--- config.mk ---
export PLATFORM = sky130hd
export DESIGN_NAME = split_sar_ctrl
export DESIGN_NICKNAME = d
export VERILOG_FILES = /design/src/rtl/split_sar_pkg.sv /design/src/rtl/split_sar_seq.sv /design/src/rtl/split_sar_plates.sv /design/src/rtl/split_sar_flags.sv /design/src/rtl/split_sar_ctrl.sv
export SDC_FILE = /design/constraint.sdc
export NUM_CORES = 1
export LEC_CHECK = 0
export CAP_MARGIN = 20
export CORE_AREA = 10 10 109 111
export DETAILED_ROUTE_END_ITERATION = 10
export DIE_AREA = 0 0 119 121
export MAX_ROUTING_LAYER = met4
export PLACE_DENSITY = 0.89
export SKIP_CTS_REPAIR_TIMING = 1
export SYNTH_ARGS = -nofsm -noshare
export SYNTH_HDL_FRONTEND = slang
export SYNTH_SLANG_ARGS = --single-unit
export TNS_END_PERCENT = 20
--- constraint.sdc ---
create_clock -name clk -period 4.1 [get_ports clk]
set_clock_uncertainty 0.05 [all_clocks]
set_input_delay 0.41 -clock clk [delete_from_list [all_inputs] [get_ports clk]]
set_output_delay 0.41 -clock clk [all_outputs]
set_load 0.05 [all_outputs]
--- src/rtl/split_sar_pkg.sv ---
package split_sar_pkg;

  typedef enum logic [1:0] {
    LVL_LOW  = 2'b00,
    LVL_MID  = 2'b01,
    LVL_HIGH = 2'b10
  } lvl_t;

  function automatic lvl_t lvl_down(input lvl_t cur);
    case (cur)
      LVL_HIGH: lvl_down = LVL_MID;
      default:  lvl_down = LVL_LOW;
    endcase
  endfunction

endpackage

--- src/rtl/split_sar_seq.sv ---
module split_sar_seq #(
  parameter int NTRIAL = 12,
  localparam int TW = $clog2(NTRIAL)
) (
  input  logic          clk,
  input  logic          rst,
  input  logic          start,
  output logic          busy,
  output logic [TW-1:0] trial,
  output logic          load,
  output logic          step,
  output logic          last,
  output logic          done
);

  logic          busy_q;
  logic [TW-1:0] trial_q;
  logic          done_q;

  assign load  = start && !busy_q;
  assign step  = busy_q;
  assign last  = busy_q && (trial_q == TW'(NTRIAL - 1));
  assign busy  = busy_q;
  assign trial = trial_q;
  assign done  = done_q;

  always_ff @(posedge clk) begin
    if (rst) begin
      busy_q  <= 1'b0;
      trial_q <= '0;
      done_q  <= 1'b0;
    end else begin
      done_q <= 1'b0;
      if (load) begin
        busy_q  <= 1'b1;
        trial_q <= '0;
      end else if (busy_q) begin
        if (last) begin
          busy_q <= 1'b0;
          done_q <= 1'b1;
        end else begin
          trial_q <= trial_q + 1'b1;
        end
      end
    end
  end

endmodule

--- src/rtl/split_sar_plates.sv ---
module split_sar_plates
  import split_sar_pkg::*;
#(
  parameter int NTRIAL = 12,
  localparam int NPLATE = NTRIAL - 1,
  localparam int TW = $clog2(NTRIAL),
  localparam int VW = 2 * NPLATE
) (
  input  logic          clk,
  input  logic          rst,
  input  logic          load,
  input  logic          step,
  input  logic [TW-1:0] trial,
  input  logic          dec,
  output logic [VW-1:0] p1_vec,
  output logic [VW-1:0] n1_vec,
  output logic [VW-1:0] p0_vec,
  output logic [VW-1:0] n0_vec
);

  logic          sel_q;
  logic [VW-1:0] pv [2];
  logic [VW-1:0] nv [2];

  always_ff @(posedge clk) begin
    if (rst || load) begin
      sel_q <= 1'b0;
    end else if (step && trial == '0) begin
      sel_q <= dec;
    end
  end

  for (genvar s = 0; s < 2; s++) begin : gen_sub
    localparam lvl_t P_INIT = (s == 1) ? LVL_HIGH : LVL_LOW;
    localparam lvl_t N_INIT = (s == 1) ? LVL_LOW : LVL_HIGH;

    lvl_t p_q [NPLATE];
    lvl_t n_q [NPLATE];
    logic mine;

    assign mine = (trial == '0) ? (dec == 1'(s)) : (sel_q == 1'(s));

    always_ff @(posedge clk) begin
      if (rst || load) begin
        for (int j = 0; j < NPLATE; j++) begin
          p_q[j] <= P_INIT;
          n_q[j] <= N_INIT;
        end
      end else if (step && mine) begin
        if (trial == '0) begin
          p_q[0] <= LVL_MID;
          n_q[0] <= LVL_MID;
        end else if (trial == TW'(1)) begin
          if (dec) n_q[0] <= LVL_HIGH;
          else     p_q[0] <= LVL_HIGH;
          for (int j = 1; j < NPLATE; j++) begin
            p_q[j] <= dec ? LVL_MID : LVL_HIGH;
            n_q[j] <= dec ? LVL_HIGH : LVL_MID;
          end
        end else begin
          for (int j = 1; j < NPLATE; j++) begin
            if (int'(trial) == j + 1) begin
              if (dec) p_q[j] <= lvl_down(p_q[j]);
              else     n_q[j] <= lvl_down(n_q[j]);
            end
          end
        end
      end
    end

    for (genvar j = 0; j < NPLATE; j++) begin : gen_pack
      assign pv[s][2*j +: 2] = p_q[j];
      assign nv[s][2*j +: 2] = n_q[j];
    end
  end

  assign p1_vec = pv[1];
  assign n1_vec = nv[1];
  assign p0_vec = pv[0];
  assign n0_vec = nv[0];

endmodule

--- src/rtl/split_sar_flags.sv ---
module split_sar_flags #(
  parameter int NTRIAL = 12,
  localparam int TW = $clog2(NTRIAL)
) (
  input  logic              clk,
  input  logic              rst,
  input  logic              load,
  input  logic              step,
  input  logic              last,
  input  logic [TW-1:0]     trial,
  input  logic              dec,
  output logic [NTRIAL-1:0] code,
  output logic [1:0]        sub_en,
  output logic [1:0]        sub_idle
);

  always_ff @(posedge clk) begin
    if (rst) begin
      code     <= '0;
      sub_en   <= 2'b00;
      sub_idle <= 2'b00;
    end else if (load) begin
      code     <= '0;
      sub_en   <= 2'b11;
      sub_idle <= 2'b00;
    end else if (step) begin
      for (int k = 0; k < NTRIAL; k++) begin
        if (int'(trial) == NTRIAL - 1 - k) code[k] <= dec;
      end
      if (trial == '0) begin
        sub_en   <= dec ? 2'b10 : 2'b01;
        sub_idle <= dec ? 2'b01 : 2'b10;
      end
      if (last) sub_en <= 2'b00;
    end
  end

endmodule

--- src/rtl/split_sar_ctrl.sv ---
module split_sar_ctrl #(
  parameter int COARSE_BITS = 11,
  parameter int RED_BITS = 1,
  localparam int NTRIAL = COARSE_BITS + RED_BITS,
  localparam int NPLATE = NTRIAL - 1,
  localparam int TW = $clog2(NTRIAL)
) (
  input  logic                clk,
  input  logic                rst,
  input  logic                start,
  input  logic                cmp_dec,
  output logic                cmp_strobe,
  output logic                int_en,
  output logic [1:0]          sub_en,
  output logic [1:0]          sub_idle,
  output logic [2*NPLATE-1:0] plates_p1,
  output logic [2*NPLATE-1:0] plates_n1,
  output logic [2*NPLATE-1:0] plates_p0,
  output logic [2*NPLATE-1:0] plates_n0,
  output logic [NTRIAL-1:0]   code,
  output logic                done
);

  logic          busy;
  logic [TW-1:0] trial;
  logic          load;
  logic          step;
  logic          last;

  split_sar_seq #(.NTRIAL(NTRIAL)) u_seq (
    .clk(clk), .rst(rst), .start(start), .busy(busy), .trial(trial),
    .load(load), .step(step), .last(last), .done(done)
  );

  split_sar_plates #(.NTRIAL(NTRIAL)) u_plates (
    .clk(clk), .rst(rst), .load(load), .step(step), .trial(trial),
    .dec(cmp_dec), .p1_vec(plates_p1), .n1_vec(plates_n1),
    .p0_vec(plates_p0), .n0_vec(plates_n0)
  );

  split_sar_flags #(.NTRIAL(NTRIAL)) u_flags (
    .clk(clk), .rst(rst), .load(load), .step(step), .last(last),
    .trial(trial), .dec(cmp_dec), .code(code), .sub_en(sub_en),
    .sub_idle(sub_idle)
  );

  assign cmp_strobe = busy;
  assign int_en     = 1'b0;

endmodule

* After elaboration in Yosys (flattened, before gate mapping)
Memories as Yosys holds them, arrays and structs flattened.
Cells that the tools add are included.
** Storage, ports and cells
- Flip-flop bits (word level) :: 23
- RAM bits :: 88
- Output and inout port bits :: 107
- Word-level logic and storage cells :: 791
- Memories :: 4
** Operators by class
- Add/sub/neg operators :: 1
- Equal/unequal tests :: 53
- Mux-type cells :: 595
- Bitwise gates (word level) :: 92
- Reductions and logical operators :: 28
** Memory list
- u_plates.gen_sub[0].n_q :: words 11, width 2, read ports 11, clocked after Yosys merged registers in 0, wr ports 11, line split_sar_plates.sv:38 : lvl_t n_q [NPLATE];
- u_plates.gen_sub[0].p_q :: words 11, width 2, read ports 11, clocked after Yosys merged registers in 0, wr ports 11, line split_sar_plates.sv:37 : lvl_t p_q [NPLATE];
- u_plates.gen_sub[1].n_q :: words 11, width 2, read ports 11, clocked after Yosys merged registers in 0, wr ports 11, line split_sar_plates.sv:38
- u_plates.gen_sub[1].p_q :: words 11, width 2, read ports 11, clocked after Yosys merged registers in 0, wr ports 11, line split_sar_plates.sv:37
** Operators with widths (count)
- 2-bit two-way mux :: 334
- 1-bit two-way mux :: 261
- 1-bit bitwise OR :: 88
- 2-bit equality test, second input constant :: 40
- 4-bit equality test, second input constant :: 9
- 2-bit AND reduction :: 15
- 4-bit by 3-bit equality test with 1-bit output, second input constant :: 2
- 4-bit zero test :: 2
- 1-bit logical AND :: 5
- 4-bit by 1-bit adder with 4-bit output, second input constant :: 1
- 4-bit by 1-bit equality test with 1-bit output, second input constant :: 1
- 4-bit by 2-bit equality test with 1-bit output, second input constant :: 1
- 1-bit inverter :: 4
- 3-bit nonzero test :: 1
- 3-bit OR reduction :: 1
- 2-bit nonzero test :: 1
- 2-bit OR reduction :: 1
- 1-bit zero test :: 1
- 1-bit logical OR :: 1

* Depth between registers and ports, before layout
An unclocked memory read counts as a cell.
- Depth after elaboration :: 10
- Depth in mapped cells :: 7

* Cells and area by module
A second synthesis with hierarchy kept.
** Second synthesis, totals
- Cell total of the unflattened synthesis :: 479
- Area, all modules :: 5276.3 µm²
** By module, submodules not included
- split_sar_plates :: instances 1, cells each 369, area an instance 4275.4 µm², seq. area each 2662.6 µm²
- split_sar_flags :: instances 1, cells each 78, area an instance 710.7 µm², seq. area each 300.3 µm²
- split_sar_seq :: instances 1, cells each 30, area an instance 279.0 µm², seq. area each 120.1 µm²
- split_sar_ctrl :: instances 1, cells each 2, area an instance 11.3 µm², seq. area each 0.0 µm²

* Worst setup path before layout
No wires, ideal clock.
- Path type :: flip-flop to flip-flop
- Start :: register u_seq.trial_q[0] (netlist: u_seq.trial[0])
- End :: memory u_plates.gen_sub[1].p_q[10][0] in the netlist's numbering (enable)
- Library setup time :: 0.338 ns
- Arrival :: 1.820 ns
- Data required time :: 3.712 ns
- Setup slack :: 1.892 ns
- Stages on the path, launching flop included :: 7
- Period minus slack after synthesis :: 2.208 ns
- Cells stage by stage :: dfxtp_1 -> inv_1 -> ha_1 -> or3b_4 -> a221o_1 -> buf_6 -> o31ai_1
** RTL lines
- start, declared :: line split_sar_seq.sv:17 : logic [TW-1:0] trial_q;
- start signal, assigned :: line split_sar_seq.sv:42 : trial_q <= trial_q + 1'b1;
- end, declared :: line split_sar_plates.sv:37

==> impl_metrics.yaml <==
critical_path:
  r2r-end: "u_plates.gen_sub[1].p_q[10][1]"
  crit_required_ns: 4.11
  critical_path.max_fanout: 15
  cp-endpoint: "u_plates.gen_sub[1].p_q[10][1]"
  r2r_setup_slack_ns: 1.26
  r2r_start: "u_seq.trial[0]"
  critPathLaunch: "u_seq.trial[0]"
  rr_worst_depth: 5
  criticalPathCategory: "flip-flop to flip-flop"
  crit_arrival_ns: 2.85
  critPathLaunchType: "flip-flop"
  end_kind: "flip-flop"
timing:
  rsz0062_at_grt: "no"
  finalSetupTns_ns: 0
  final-max-slew-violation-count: 0
  worst_pin_slew_ns: 0.896
  fmax_mhz: 352
  setup_viol: 0
  min_period_over_period_pct: 69.3
  slew_headroom_pct: 40.3
  timing.final.crit_period_ns: 2.84
  hold_viol: 0
grt:
  grt_max_degree: 34
  grt_pass1_wl_um: 23700
  grt_remaining_overflow: 0
  grt_usage_pct: 21.0
  grt_pass1_vias: 4450
  grt_antenna_before_repair: 0
cts:
  cts.sinks: 109
  clk_pin_slew_ns: 0.11
  cts_buffers: 9
  h-tree-depth: 3
  cts_tree: "done"
  clockBufferDepth: 2
  insertion_delay_ns: 0.38
  cts_root_buf: "clkbuf_8"
outcome:
  run_status: "complete, no violations"
place:
  dpl.hpwl_um: 10900
  place_congestion: 0.847
  portBuffers: 109
  place_area_um2: 6350
synth:
  synth_edf_count: 88
  syn-cell-area_um2: 5240
  synthArstFlopShare_pct: 0
  syn_inst: 479
  synth-seq-area-share_pct: 58.4
  ys_ff_latch: 109
  syn-num-nets: 487
  synthFlopType: "edfxtp_1"
  yosysUniqueCellTypes: 56
  synth_warnings: 0
  avgSynthCellArea_um2: 10.9
power_and_ir_drop:
  combPwrFrac_pct: 17.2
  p_per_area_nw_per_um2: 361
  pwr-share-seq_pct: 53.6
  power.switching_uw: 726
  sw_frac_of_total_pct: 30.6
  power.internal_mw: 1.65
  p_leak_nw: 2.31
  power_frac_clock_pct: 29.1
  vdd_drop_max_uv: 217
final_layout:
  area.growth.synth_to_final_pct: 25.4
  seqCellArea_um2: 3060
  insertedDiodeCount: 0
  final_nets: 570
  multi_input_area_um2: 1850
  finish.instance_area_um2: 6580
  layout_commonest_cell: "clkdlybuf4s50_1"
  final_cell_mix: "clkdlybuf4s50_1 (109), edfxtp_1 (88), o21ai_0 (49)"
  drive_gt1_share_pct: 6.70
  nFillCells: 743
detailed_routing:
  vias_per_cell: 6.37
  routed_wl_um: 15500
  wl_per_cell_um: 22.2
  antenna_left: 0
  dr.pass1.iters: 6
  vias: 4460
  remaining_drc_errors: 0
  drt_iter0_markers: 514
floorplanning:
  die_area_um2: 14400
  die_w_um: 119
  die_y_um: 121
  core_area_um2: 9640
  rows: 36
  io_pins: 111
  initial_core_util_pct: 54.4
flow_run:
  drv_cap: 0
worst_hold_path:
  min_path_type: "flip-flop to flip-flop"
==> power groups by stage <==
stage               clock network (mW)  logic (mW)  registers (mW)
finish                           0.692       0.409            1.27
global route                     0.727       0.426            1.28
CTS                              0.683       0.409            1.27
detailed placement                   0       0.406            1.30
global placement                     0       0.397            1.30
floorplan                            0       0.117            1.45
==> cell type report <==
| class | count | area share (%) |
|---|---|---|
| flip-flops and latches | 109 | 46.6 |
| multi-input cells | 293 | 28.1 |
| repair buffers | 120 | 18.0 |
| well taps | 133 | 2.53 |
| clock buffers | 9 | 1.88 |
| inverters | 29 | 1.66 |
| clock inverters | 7 | 1.26 |
==> kinds of logic after synthesis <==
logic type      share of synthesized area [%]
flops                                    58.4
buf+inv                                  6.52
simple gates                             16.4
other cells                            0.0715
fa+ha+maj                               0.955
xor+xnor                                0.167
compound gates                           17.5
==> how the worst min path moves through the flow <==
stage	from	end	slack, ns	depth (start not counted)
after floorplan	u_seq.trial[0]	u_seq.trial[0]	0.45	2
after global placement	u_flags.sub_idle[1]	u_flags.sub_idle[1]	0.40	2
after detailed placement	u_flags.sub_idle[1]	u_flags.sub_idle[1]	0.43	2
after CTS	u_flags.sub_idle[1]	u_flags.sub_idle[1]	0.44	2
after global routing	u_flags.code[10]	u_flags.code[10]	0.47	2
final	u_flags.code[5]	u_flags.code[5]	0.44	2
==> state kept, by name, indices dropped and copies added, names as in the netlist <==
signal,cells
u_plates.gen_sub.n_q,44
u_plates.gen_sub.p_q,44
u_flags.code,11
u_seq.trial,4
u_flags.sub_en,2
u_flags.sub_idle,2
u_seq.busy,1
u_seq.done,1
==> critical path, cell delays in order, from the launching register on <==
cell     delay, ns
dfxtp_1       0.36
inv_1         0.12
ha_1          0.49
or3b_4        0.48
a221o_1       0.57
o31ai_1       0.44
==> synthesized netlist by cell type, types with 7 or more instances <==
master    count  share of area, %
a21oi_1      29               2.8
a22oi_1       7               1.0
and3_1        8              0.95
and3b_1       8               1.3
clkbuf_1     32               2.3
dfxtp_1      21               8.0
edfxtp_1     88                50
inv_1        27               1.9
nand2_1      24               1.7
nand2b_1     26               3.1
nand3_1      16               1.5
nand4_1      19               2.3
nor2_1       21               1.5
nor2b_1       7              0.84
o21ai_0      49               4.7
o32ai_1      20               3.3
==> per-layer routing <==
layer	part of all wire, %	vias up	GRT usage (%)
met5	0	-	-
met4	3.1	0	9.62
met3	11	49	5.30
met2	48	336	33.9
met1	38	2107	24.4
li1	-	1968	-
==> through the flow <==
| stage | hold slack, ns | utilization (%) | total power [mW] | setup slack [ns] | cells |
|---|---|---|---|---|---|
| final | 0.444 | 68.2 | 2.37 | 1.26 | 700 |
| after global routing | 0.467 | 68.2 | 2.43 | 1.16 | 700 |
| after CTS | 0.443 | 68.1 | 2.36 | 1.09 | 699 |
| after detailed placement | 0.426 | 65.9 | 1.70 | 1.10 | 683 |
| after global placement | 0.400 | 65.8 | 1.69 | 1.21 | 682 |
| after floorplan | 0.446 | - | 1.57 | 1.89 | 479 |
(Power assumes the default switching activity.)
